## config.mk

```make
export PLATFORM = sky130hd
export DESIGN_NAME = stage_watchdog
export DESIGN_NICKNAME = d
export VERILOG_FILES = /design/src/rtl/wdt_pkg.sv /design/src/rtl/wdt_prescaler.sv /design/src/rtl/wdt_channel.sv /design/src/rtl/wdt_regs.sv /design/src/rtl/stage_watchdog.sv
export SDC_FILE = /design/constraint.sdc
export NUM_CORES = 1
export LEC_CHECK = 0
export ABC_AREA = 1
export BUFFER_PORTS_ARGS = -buffer_cell sky130_fd_sc_hd__buf_2
export CORE_MARGIN = 8
export CORE_UTILIZATION = 65
export CTS_BUF_LIST = sky130_fd_sc_hd__clkbuf_8
export CTS_CLUSTER_SIZE = 16
export DETAILED_ROUTE_END_ITERATION = 10
export PLACE_DENSITY = 0.94
export SLEW_MARGIN = 20
export SYNTH_ARGS = -nofsm -noshare
export SYNTH_HDL_FRONTEND = slang
export SYNTH_SLANG_ARGS = --single-unit
```

## constraint.sdc

```tcl
create_clock -name clk -period 2.9 [get_ports clk]
set_input_delay 0 -clock clk [delete_from_list [all_inputs] [get_ports clk]]
set_output_delay 0 -clock clk [all_outputs]
set_load 0.01 [all_outputs]
```

## src/rtl/wdt_pkg.sv

```systemverilog
// Shared types and register layout for the escalating watchdog.
// Assumes a 64-bit data bus and byte addressing with 8-byte register stride.
package wdt_pkg;

    typedef enum logic [1:0] {
        MODE_OFF  = 2'd0,
        MODE_IRQ  = 2'd1,
        MODE_TWO  = 2'd2,
        MODE_FULL = 2'd3
    } wdt_mode_e;

    typedef enum logic [1:0] {
        STG_ONE   = 2'd0,
        STG_TWO   = 2'd1,
        STG_THREE = 2'd2
    } wdt_stage_e;

    localparam int DATA_W      = 64;
    localparam int MODE_LSB    = 0;
    localparam int SECEN_BIT   = 2;
    localparam int LEN_LSB     = 4;
    localparam int LEN_W       = 16;
    localparam int LOW_W       = 8;
    localparam int CNT_LSB     = 20;
    localparam int CNT_W       = LEN_W + LOW_W;

    localparam int CTRL_STRIDE = 8;
    localparam int PEND_OFF    = 'h200;
    localparam int ENCLR_OFF   = 'h210;
    localparam int ENSET_OFF   = 'h218;
    localparam int POKE_BASE   = 'h10000;

endpackage

```

## src/rtl/wdt_prescaler.sv

```systemverilog
// Free-running divider that emits one tick every 2**DIV_LOG2 clocks while run is high.
// Assumes clear has priority and holds the divider at zero.
module wdt_prescaler #(
    parameter int DIV_LOG2 = 10
) (
    input  logic clk,
    input  logic rst_n,
    input  logic clear,
    input  logic run,
    output logic tick
);

    logic [DIV_LOG2-1:0] div_q;

    // Tick fires in the last clock of each divider period.
    assign tick = run && (div_q == {DIV_LOG2{1'b1}});

    // Divider state: cleared, advanced while running, else held.
    always_ff @(posedge clk) begin
        if (!rst_n || clear) begin
            div_q <= '0;
        end else if (run) begin
            div_q <= div_q + 1'b1;
        end
    end

endmodule

```

## src/rtl/wdt_channel.sv

```systemverilog
// One watchdog channel: reload counter, escalation stage and event generation.
// Assumes poke and mode changes never arrive in the same cycle (single bus).
module wdt_channel import wdt_pkg::*; #(
    parameter int DIV_LOG2  = 10,
    parameter int LEN_WIDTH = LEN_W,
    parameter int ZERO_BITS = LOW_W,
    localparam int CW       = LEN_WIDTH + ZERO_BITS
) (
    input  logic                 clk,
    input  logic                 rst_n,
    input  wdt_mode_e            mode,
    input  logic                 sec_en,
    input  logic [LEN_WIDTH-1:0] len,
    input  logic                 poke,
    output logic [CW-1:0]        count,
    output logic                 host_evt,
    output logic                 mgmt_pulse,
    output logic                 rst_pulse
);

    logic            tick;
    logic            expire;
    logic            running;
    logic [CW-1:0]   reload_val;
    logic [CW-1:0]   count_q;
    wdt_stage_e      stage_q;
    wdt_stage_e      stage_nx;

    assign running    = (mode != MODE_OFF);
    assign reload_val = {len, {ZERO_BITS{1'b0}}};
    assign expire     = tick && (count_q == '0);
    assign count      = count_q;

    wdt_prescaler #(.DIV_LOG2(DIV_LOG2)) u_presc (
        .clk   (clk),
        .rst_n (rst_n),
        .clear (poke || !running),
        .run   (running),
        .tick  (tick)
    );

    // Next stage after an expiry, chosen by the mode ladder.
    always_comb begin
        stage_nx = STG_ONE;
        unique case (mode)
            MODE_TWO:  stage_nx = (stage_q == STG_ONE) ? STG_TWO : STG_ONE;
            MODE_FULL: begin
                unique case (stage_q)
                    STG_ONE: stage_nx = STG_TWO;
                    STG_TWO: stage_nx = STG_THREE;
                    default: stage_nx = STG_ONE;
                endcase
            end
            default:   stage_nx = STG_ONE;
        endcase
    end

    // Counter and stage: poke reloads, mode off parks, tick counts or escalates.
    always_ff @(posedge clk) begin
        if (!rst_n) begin
            count_q <= '0;
            stage_q <= STG_ONE;
        end else if (poke) begin
            count_q <= reload_val;
            stage_q <= STG_ONE;
        end else if (!running) begin
            stage_q <= STG_ONE;
        end else if (tick) begin
            if (count_q == '0) begin
                count_q <= reload_val;
                stage_q <= stage_nx;
            end else begin
                count_q <= count_q - 1'b1;
            end
        end
    end

    // Host event: first-stage expiry, or any expiry in interrupt-only mode.
    assign host_evt = expire && ((mode == MODE_IRQ) || (stage_q == STG_ONE));

    // Registered one-cycle pulses for the later stages.
    always_ff @(posedge clk) begin
        if (!rst_n) begin
            mgmt_pulse <= 1'b0;
            rst_pulse  <= 1'b0;
        end else begin
            mgmt_pulse <= expire && (stage_q == STG_TWO) && sec_en &&
                          ((mode == MODE_TWO) || (mode == MODE_FULL));
            rst_pulse  <= expire && (stage_q == STG_THREE) && (mode == MODE_FULL);
        end
    end

endmodule

```

## src/rtl/wdt_regs.sv

```systemverilog
// Register file and bus decode: per-channel control, poke strobes, pending and enable.
// Assumes NUM_CH <= 64 so control registers stay below the pending register.
module wdt_regs import wdt_pkg::*; #(
    parameter int NUM_CH = 4,
    parameter int ADDR_W = 17,
    localparam int CW    = CNT_W
) (
    input  logic                           clk,
    input  logic                           rst_n,
    input  logic                           bus_en,
    input  logic                           bus_we,
    input  logic [ADDR_W-1:0]              bus_addr,
    input  logic [DATA_W-1:0]              bus_wdata,
    output logic [DATA_W-1:0]              bus_rdata,
    output logic                           bus_rvalid,
    input  logic [NUM_CH-1:0]              host_evt,
    input  logic [NUM_CH-1:0][CW-1:0]      ch_count,
    output logic [NUM_CH-1:0][1:0]         ch_mode,
    output logic [NUM_CH-1:0]              ch_sec,
    output logic [NUM_CH-1:0][LEN_W-1:0]   ch_len,
    output logic [NUM_CH-1:0]              ch_poke,
    output logic [NUM_CH-1:0]              pend,
    output logic [NUM_CH-1:0]              enab
);

    logic                 wr;
    logic                 rd;
    logic [NUM_CH-1:0]    ctrl_hit;
    logic                 pend_hit;
    logic                 set_hit;
    logic                 clr_hit;
    logic [DATA_W-1:0]    rd_next;
    logic                 unused_wdata;

    assign wr           = bus_en && bus_we;
    assign rd           = bus_en && !bus_we;
    assign pend_hit     = (bus_addr == ADDR_W'(PEND_OFF));
    assign set_hit      = (bus_addr == ADDR_W'(ENSET_OFF));
    assign clr_hit      = (bus_addr == ADDR_W'(ENCLR_OFF));
    assign unused_wdata = ^bus_wdata;

    // Per-channel address matches and poke strobes.
    for (genvar c = 0; c < NUM_CH; c++) begin : g_dec
        assign ctrl_hit[c] = (bus_addr == ADDR_W'(c * CTRL_STRIDE));
        assign ch_poke[c]  = wr && bus_wdata[0] &&
                             (bus_addr == ADDR_W'(POKE_BASE + c * CTRL_STRIDE));
    end

    // Control fields: written as a whole word, count bits discarded.
    always_ff @(posedge clk) begin
        for (int c = 0; c < NUM_CH; c++) begin
            if (!rst_n) begin
                ch_mode[c] <= 2'b00;
                ch_sec[c]  <= 1'b0;
                ch_len[c]  <= '0;
            end else if (wr && ctrl_hit[c]) begin
                ch_mode[c] <= bus_wdata[MODE_LSB +: 2];
                ch_sec[c]  <= bus_wdata[SECEN_BIT];
                ch_len[c]  <= bus_wdata[LEN_LSB +: LEN_W];
            end
        end
    end

    // Pending bits: expiry sets, write-1 clears, set wins.
    always_ff @(posedge clk) begin
        for (int c = 0; c < NUM_CH; c++) begin
            if (!rst_n) begin
                pend[c] <= 1'b0;
            end else if (host_evt[c]) begin
                pend[c] <= 1'b1;
            end else if (wr && pend_hit && bus_wdata[c]) begin
                pend[c] <= 1'b0;
            end
        end
    end

    // Enable bits: separate set and clear addresses, zero bits ignored.
    always_ff @(posedge clk) begin
        if (!rst_n) begin
            enab <= '0;
        end else if (wr && set_hit) begin
            enab <= enab | bus_wdata[NUM_CH-1:0];
        end else if (wr && clr_hit) begin
            enab <= enab & ~bus_wdata[NUM_CH-1:0];
        end
    end

    // Read multiplexer over all readable registers.
    always_comb begin
        rd_next = '0;
        if (pend_hit) begin
            rd_next[NUM_CH-1:0] = pend;
        end else if (set_hit || clr_hit) begin
            rd_next[NUM_CH-1:0] = enab;
        end else begin
            for (int c = 0; c < NUM_CH; c++) begin
                if (ctrl_hit[c]) begin
                    rd_next[MODE_LSB +: 2]    = ch_mode[c];
                    rd_next[SECEN_BIT]        = ch_sec[c];
                    rd_next[LEN_LSB +: LEN_W] = ch_len[c];
                    rd_next[CNT_LSB +: CW]    = ch_count[c];
                end
            end
        end
    end

    // Registered read response, one cycle after the request.
    always_ff @(posedge clk) begin
        if (!rst_n) begin
            bus_rdata  <= '0;
            bus_rvalid <= 1'b0;
        end else begin
            bus_rvalid <= rd;
            if (rd) begin
                bus_rdata <= rd_next;
            end
        end
    end

endmodule

```

## src/rtl/stage_watchdog.sv

```systemverilog
// Top of the escalating watchdog bank: register file plus NUM_CH channels.
// Assumes synchronous active-low reset and one bus access per cycle.
module stage_watchdog import wdt_pkg::*; #(
    parameter int NUM_CH   = 4,
    parameter int DIV_LOG2 = 10,
    parameter int ADDR_W   = 17
) (
    input  logic              clk,
    input  logic              rst_n,
    input  logic              bus_en,
    input  logic              bus_we,
    input  logic [ADDR_W-1:0] bus_addr,
    input  logic [63:0]       bus_wdata,
    output logic [63:0]       bus_rdata,
    output logic              bus_rvalid,
    output logic              host_irq,
    output logic              mgmt_irq,
    output logic              core_rst
);

    localparam int CW = CNT_W;

    logic [NUM_CH-1:0][1:0]       ch_mode;
    logic [NUM_CH-1:0]            ch_sec;
    logic [NUM_CH-1:0][LEN_W-1:0] ch_len;
    logic [NUM_CH-1:0]            ch_poke;
    logic [NUM_CH-1:0][CW-1:0]    ch_count;
    logic [NUM_CH-1:0]            host_evt;
    logic [NUM_CH-1:0]            ch_mgmt;
    logic [NUM_CH-1:0]            ch_rst;
    logic [NUM_CH-1:0]            pend_vec;
    logic [NUM_CH-1:0]            en_vec;

    wdt_regs #(.NUM_CH(NUM_CH), .ADDR_W(ADDR_W)) u_regs (
        .clk        (clk),
        .rst_n      (rst_n),
        .bus_en     (bus_en),
        .bus_we     (bus_we),
        .bus_addr   (bus_addr),
        .bus_wdata  (bus_wdata),
        .bus_rdata  (bus_rdata),
        .bus_rvalid (bus_rvalid),
        .host_evt   (host_evt),
        .ch_count   (ch_count),
        .ch_mode    (ch_mode),
        .ch_sec     (ch_sec),
        .ch_len     (ch_len),
        .ch_poke    (ch_poke),
        .pend       (pend_vec),
        .enab       (en_vec)
    );

    // One counter/escalation engine per channel.
    for (genvar c = 0; c < NUM_CH; c++) begin : g_ch
        wdt_channel #(.DIV_LOG2(DIV_LOG2)) u_ch (
            .clk        (clk),
            .rst_n      (rst_n),
            .mode       (wdt_mode_e'(ch_mode[c])),
            .sec_en     (ch_sec[c]),
            .len        (ch_len[c]),
            .poke       (ch_poke[c]),
            .count      (ch_count[c]),
            .host_evt   (host_evt[c]),
            .mgmt_pulse (ch_mgmt[c]),
            .rst_pulse  (ch_rst[c])
        );
    end

    assign host_irq = |(pend_vec & en_vec);
    assign mgmt_irq = |ch_mgmt;
    assign core_rst = |ch_rst;

endmodule

```

# After elaboration in Yosys (flattened, before gate mapping)
# Cells that the tools add are included.
# totals
wordCells	267
input_bits	85
regBits	281
output_inout_bits	68
# classes
reduce_logical	122
muxes	51
add_sub_neg	8
bitwise	9
n_eq_ne	34
# op_table
operator	n
24-bit two-way mux	16
40-bit two-way mux	6
24-bit logical NOT	4
24-bit by 1-bit subtractor with 24-bit output (second input constant)	4
17-bit equality test (second input constant)	4
17-bit by 10-bit equality test with 1-bit output (second input constant)	3
1-bit logical AND	50
10-bit by 1-bit adder with 10-bit output (second input constant)	4
10-bit equality test (second input constant)	4
17-bit by 5-bit equality test with 1-bit output (second input constant)	2
2-bit nonzero test	17
2-bit case mux with 2 select lines	8
2-bit equality test (second input constant)	12
2-bit AND reduction	12
17-bit by 4-bit equality test with 1-bit output (second input constant)	1
17-bit logical NOT	1
1-bit logical OR	17
2-bit by 1-bit equality test with 1-bit output (second input constant)	8
3-bit two-way mux	5
1-bit two-way mux	13
4-bit two-way mux	3
3-bit OR reduction	4
4-bit OR reduction	3
4-bit bitwise AND	2
other kinds (6)	21

# Logic depth before layout (Yosys ltp)
# depth
word_depth	7
depth_mapped	13
depth_no_buf	13

# By module
# A second synthesis with hierarchy kept.
# hier_totals
cells_unflattened	2500
hier_area_um2	16991.3
# modules_own_cells
module	instances	cells_each	area_each_um2	seq_area_each_um2
wdt_channel (g_ch[0].u_ch ...)	3	320	2157.1	560.5
wdt_regs	1	917	6334.8	2582.5
wdt_channel (g_ch[3].u_ch)	1	320	2147.1	560.5
wdt_prescaler	4	72	495.5	200.2
stage_watchdog	1	15	56.3	0.0

# Worst setup path before layout
# No wires, ideal clock.
# synth_path
path_type	register to register
from	register g_ch[0].u_ch.count_q[0]
to	register g_ch[0].u_ch.count_q[12]
n_path_buf	2
stages_incl_launch_ff	12
t_required_ns	2.768
synth_period_minus_slack_ns	1.927
setup_slack_ns	0.973
arrival_time_ns	1.794
setup_time_ns	0.132
path_cell_list	dfxtp_1 -> inv_1 -> ha_1 -> clkbuf_1 -> inv_1 -> nor2_1 -> nand4_1 -> nor2_1 -> nand2_1 -> clkbuf_1 -> o211ai_1 -> a21oi_1
# synth_between
elab_chain_len	5
word_cells_on_any_way	6
cone_classes	add/sub (1); mux (4); reduce/logical (1)
# synth_lines
element	line_no	source
from (decl)	wdt_channel.sv:25	logic [CW-1:0] count_q;
from (signal assigned)	wdt_channel.sv:64	count_q <= reload_val;
from (signal assigned)	wdt_channel.sv:70	count_q <= reload_val;
from (signal assigned)	wdt_channel.sv:73	count_q <= count_q - 1'b1;
24-bit by 1-bit subtractor with 24-bit output or 24-bit logical NOT (tied branches)	wdt_channel.sv:73, wdt_channel.sv:69	
24-bit two-way mux (*)	wdt_channel.sv:69	if (count_q == '0) begin
24-bit two-way mux (*)	wdt_channel.sv:68	end else if (tick) begin
24-bit two-way mux (*)	wdt_channel.sv:66	end else if (!running) begin
24-bit two-way mux (*)	wdt_channel.sv:63	end else if (poke) begin
# Mark *: on every way between the ends. The rest lies on a longest branch, timed or not. The select of a mux whose other input is x is not followed.
# A chain may end at the register's enable or synchronous reset.

# Worst setup path in the final report
# layout_path
from	input bus_addr[10]
to	register u_regs.bus_rdata[11]
# layout_between
elab_chain_len	7
word_cells_on_any_way	14
cone_classes	eq/ne (6); mux (6); reduce/logical (2)
# layout_lines
element	line_no	source
from (decl)	stage_watchdog.sv:12	input logic [ADDR_W-1:0] bus_addr,
17-bit logical NOT	wdt_regs.sv:44	assign ctrl_hit[c] = (bus_addr == ADDR_W'(c * CTRL_STRIDE));
40-bit two-way mux (4 in series)	wdt_regs.sv:97	if (ctrl_hit[c]) begin
40-bit two-way mux	wdt_regs.sv:93	end else if (set_hit || clr_hit) begin
40-bit two-way mux (*)	wdt_regs.sv:91	if (pend_hit) begin
to (signal assigned)	wdt_regs.sv:115	bus_rdata <= rd_next;
to (decl)	wdt_regs.sv:14	output logic [DATA_W-1:0] bus_rdata,
# Mark *: on every way between the ends. The rest lies on a longest branch, timed or not.

==> qor.yml <==
drt-pass1-iter-count: 7
grt_start_max_net_pins: 101
setup_slack_ns: 0.173
synthesis.area_sq_um: 15100
netlist-cell-type-count: 42
cp-end-kind: "flip-flop"
synth_seq_cells: 281
placed_cells: 2581
vdd_drop_max_uv: 327
cts_max_path_buffers: 3
swShare_pct: 23.6
status: "finished clean"
die_h_um: 168
drc: 0
floorplan.rows: 55
internal_power_mw: 5.87
final-setup-viol-count: 0
post-cts-setup-buffers: 0
worst_skew_pair.late_latency_ns: 0.58
share_seq_of_total_power_pct: 50.3
power-per-cell-area_nw_per_um2: 454
post-route-period-util_pct: 94.0
cts.sink_count: 281
placer_congestion_estimate: 1.09
post_route_cells_drive_above_1_share_pct: 9.71
gr-usage-all-layers_pct: 36.5
hold_violations: 0
unrepaired_setup_endpoints_after_global_routing: "no"
timing.final.crit_period_ns: 2.73
grtUsageMet2_pct: 57.4
post-dp-hpwl_um: 38300
max_freq_mhz: 367
switching_power_mw: 1.81
timing.critical_path.required_ns: 3.30
tns_ns: 0
cts_tree: "built"
start_util_pct: 66.4
timing.clock.skew_ns: 0.0412
final-max-slew-violation-count: 0
worstPathMaxFanout: 12
routed_wl_um: 53500
die_area_sq_um: 28300
layout_commonest_cell: "sky130_fd_sc_hd__nand2_1"
antenna_found_initial: 1
viasPerCell: 6.17
leakage_power_summed_over_all_cells_nw: 7.38
cts.reportedPaths.clkPinSlew_ns: 0.07
worst_ep_arrival_time_ns: 3.13
port_buffers: 88
num_vias: 16600
worst-setup-path-type: "input pin to flip-flop"
finalHoldWorstSlack_ns: 0.0318
antenna_violating_nets_post_route: 0
timing.slew.headroom_pct: 36.4
pre_cts_slack_ns: 0.528
share_clk_of_total_power_pct: 46.4
synth-seq-area-share_pct: 37.3
die_extent_in_x_um: 168
syn_inst: 2261
area.growth.synth_to_final_pct: 12.3
maxCapViolations: 0
drt_first_iter_violations: 2177
grt_pass1_vias: 15600
comb_power_share_pct: 3.3
tightestPinTransition_ns: 0.953
cts_inserted_buffers: 46
htree_levels: 2
cts_root_buffer: "sky130_fd_sc_hd__clkbuf_8"
grt_overflow_total: 0
final_cell_mix: "sky130_fd_sc_hd__nand2_1 (421), sky130_fd_sc_hd__a21oi_1 (304), sky130_fd_sc_hd__dfxtp_1 (281)"
avgSynthCellArea_sq_um: 6.67
final_cell_count_no_fill: 2686
critPathLaunchType: "input pin"
grtUsageMet3_pct: 8.40
hold_path.class: "input pin to flip-flop"
final_net_count: 2463
globalRouteMet1Util_pct: 43.8
global_route.peak_usage_layer: "met2"
ys_warn_count: 0
coreArea_sq_um: 22700
postLayoutCoreUtil_pct: 74.6
io_pins: 153
routed_wire_length_per_instance_um: 19.9
grt_pass1_wl_um: 82600
## final timing paths
path	from	to	slack, ns	depth (start not counted)
setup reg to reg	g_ch[3].u_ch.count[0]	g_ch[3].u_ch.count[5]	0.46	9
hold reg to reg	g_ch[0].u_ch.u_presc.div_q[0]	g_ch[0].u_ch.u_presc.div_q[0]	0.45	1
hold / removal	bus_addr[16]	u_regs.bus_rdata[2]	0.03	6
setup / recovery	bus_addr[10]	u_regs.bus_rdata[11]	0.17	11
## cell usage after synthesis, drive strengths merged
master	count	area, sq um
xor2	66	578
nand3b	5	37.5
nor2	281	1100
clkbuf	58	218
or4	2	15.0
a31oi	7	43.8
xnor2	7	61.3
conb	1	3.75
o21bai	4	30.0
inv	268	1010
or2	11	68.8
a21boi	2	15.0
and3	1	6.26
o21ai	146	731
dfxtp	281	5630
nor3	32	181
nor4	6	37.5
o31ai	2	15.0
nand3	146	746
ha	8	100
nor3b	10	75.1
o221ai	6	52.6
a21oi	304	1520
o211ai	45	338
nand4	36	225
o22ai	33	206
a22oi	1	7.51
a211oi	5	37.5
clkinv	3	11.3
buf	49	303
o2111ai	2	17.5
o21a	7	52.6
nand2	426	1610
## routing by layer
| layer | up-vias | share of wire (%) |
|---|---|---|
| met5 | - | 0 |
| met4 | 0 | 7.8 |
| met3 | 282 | 12 |
| met2 | 1126 | 44 |
| met1 | 7483 | 37 |
| li1 | 7673 | - |
## final cells by class
cell class	count	area, sq um
Tap cell	285	357
Timing Repair Buffer	149	1000
Sequential cell	281	5630
Inverter	271	1020
Multi-Input combinational cell	1621	7990
Fill cell	1829	5780
Clock inverter	18	109
Antenna cell	1	2.50
Clock buffer	60	826
## worst max-delay path: stages
cell                            delay [ns]
sky130_fd_sc_hd__dlygate4sd3_1        0.53
sky130_fd_sc_hd__buf_2                0.12
sky130_fd_sc_hd__nor2_1               0.20
sky130_fd_sc_hd__dlygate4sd3_1        0.60
sky130_fd_sc_hd__inv_1                0.06
sky130_fd_sc_hd__nor3_2               0.34
sky130_fd_sc_hd__nand2_1              0.14
sky130_fd_sc_hd__nand3_1              0.60
sky130_fd_sc_hd__a21oi_1              0.15
sky130_fd_sc_hd__o21ai_0              0.25
sky130_fd_sc_hd__a21oi_1              0.12
## cell families after synthesis
family / after synthesis / share of synthesized area (%)
compound gates: 564 / 20.4
xor+xnor: 73 / 4.24
fa+ha+maj: 8 / 0.664
buf+inv: 378 / 10.2
flops: 281 / 37.3
other cells: 1 / 0.0249
simple gates: 956 / 27.2
## power groups by stage
| stage | logic, mW | registers [mW] | clock network (mW) |
|---|---|---|---|
| after floorplan | 0.140 | 3.95 | 0 |
| after global routing | 0.269 | 3.86 | 3.73 |
| after CTS | 0.241 | 3.86 | 3.54 |
| after global placement | 0.210 | 3.95 | 0 |
| final | 0.255 | 3.86 | 3.57 |
| after detailed placement | 0.212 | 3.95 | 0 |
## registers in the layout, indices dropped and copies added, names as in the netlist, named ones only
name                     flops
u_regs.bus_rvalid            1
u_regs.pend                  4
g_ch.u_ch.stage_q            8
u_regs.ch_mode               8
u_regs.ch_len               64
g_ch.u_ch.mgmt_pulse         4
g_ch.u_ch.rst_pulse          4
u_regs.ch_sec                4
g_ch.u_ch.count             96
g_ch.u_ch.u_presc.div_q     40
u_regs.bus_rdata            44
## through the flow
step / area (sq um) / power [mW]
after detailed placement: 15700 / 4.16
after global placement: 15700 / 4.16
final: 16900 / 7.68
after floorplan: 15100 / 4.09
after CTS: 16900 / 7.64
after global routing: 16900 / 7.85
## timing repair
| item | CTS | global route |
|---|---|---|
| hold buffers | 26 | 0 |
| gates resized for setup | 0 | 0 |
| hold endpoints to repair | 87 | 0 |
No activity file was read; power rests on OpenSTA's default activity.
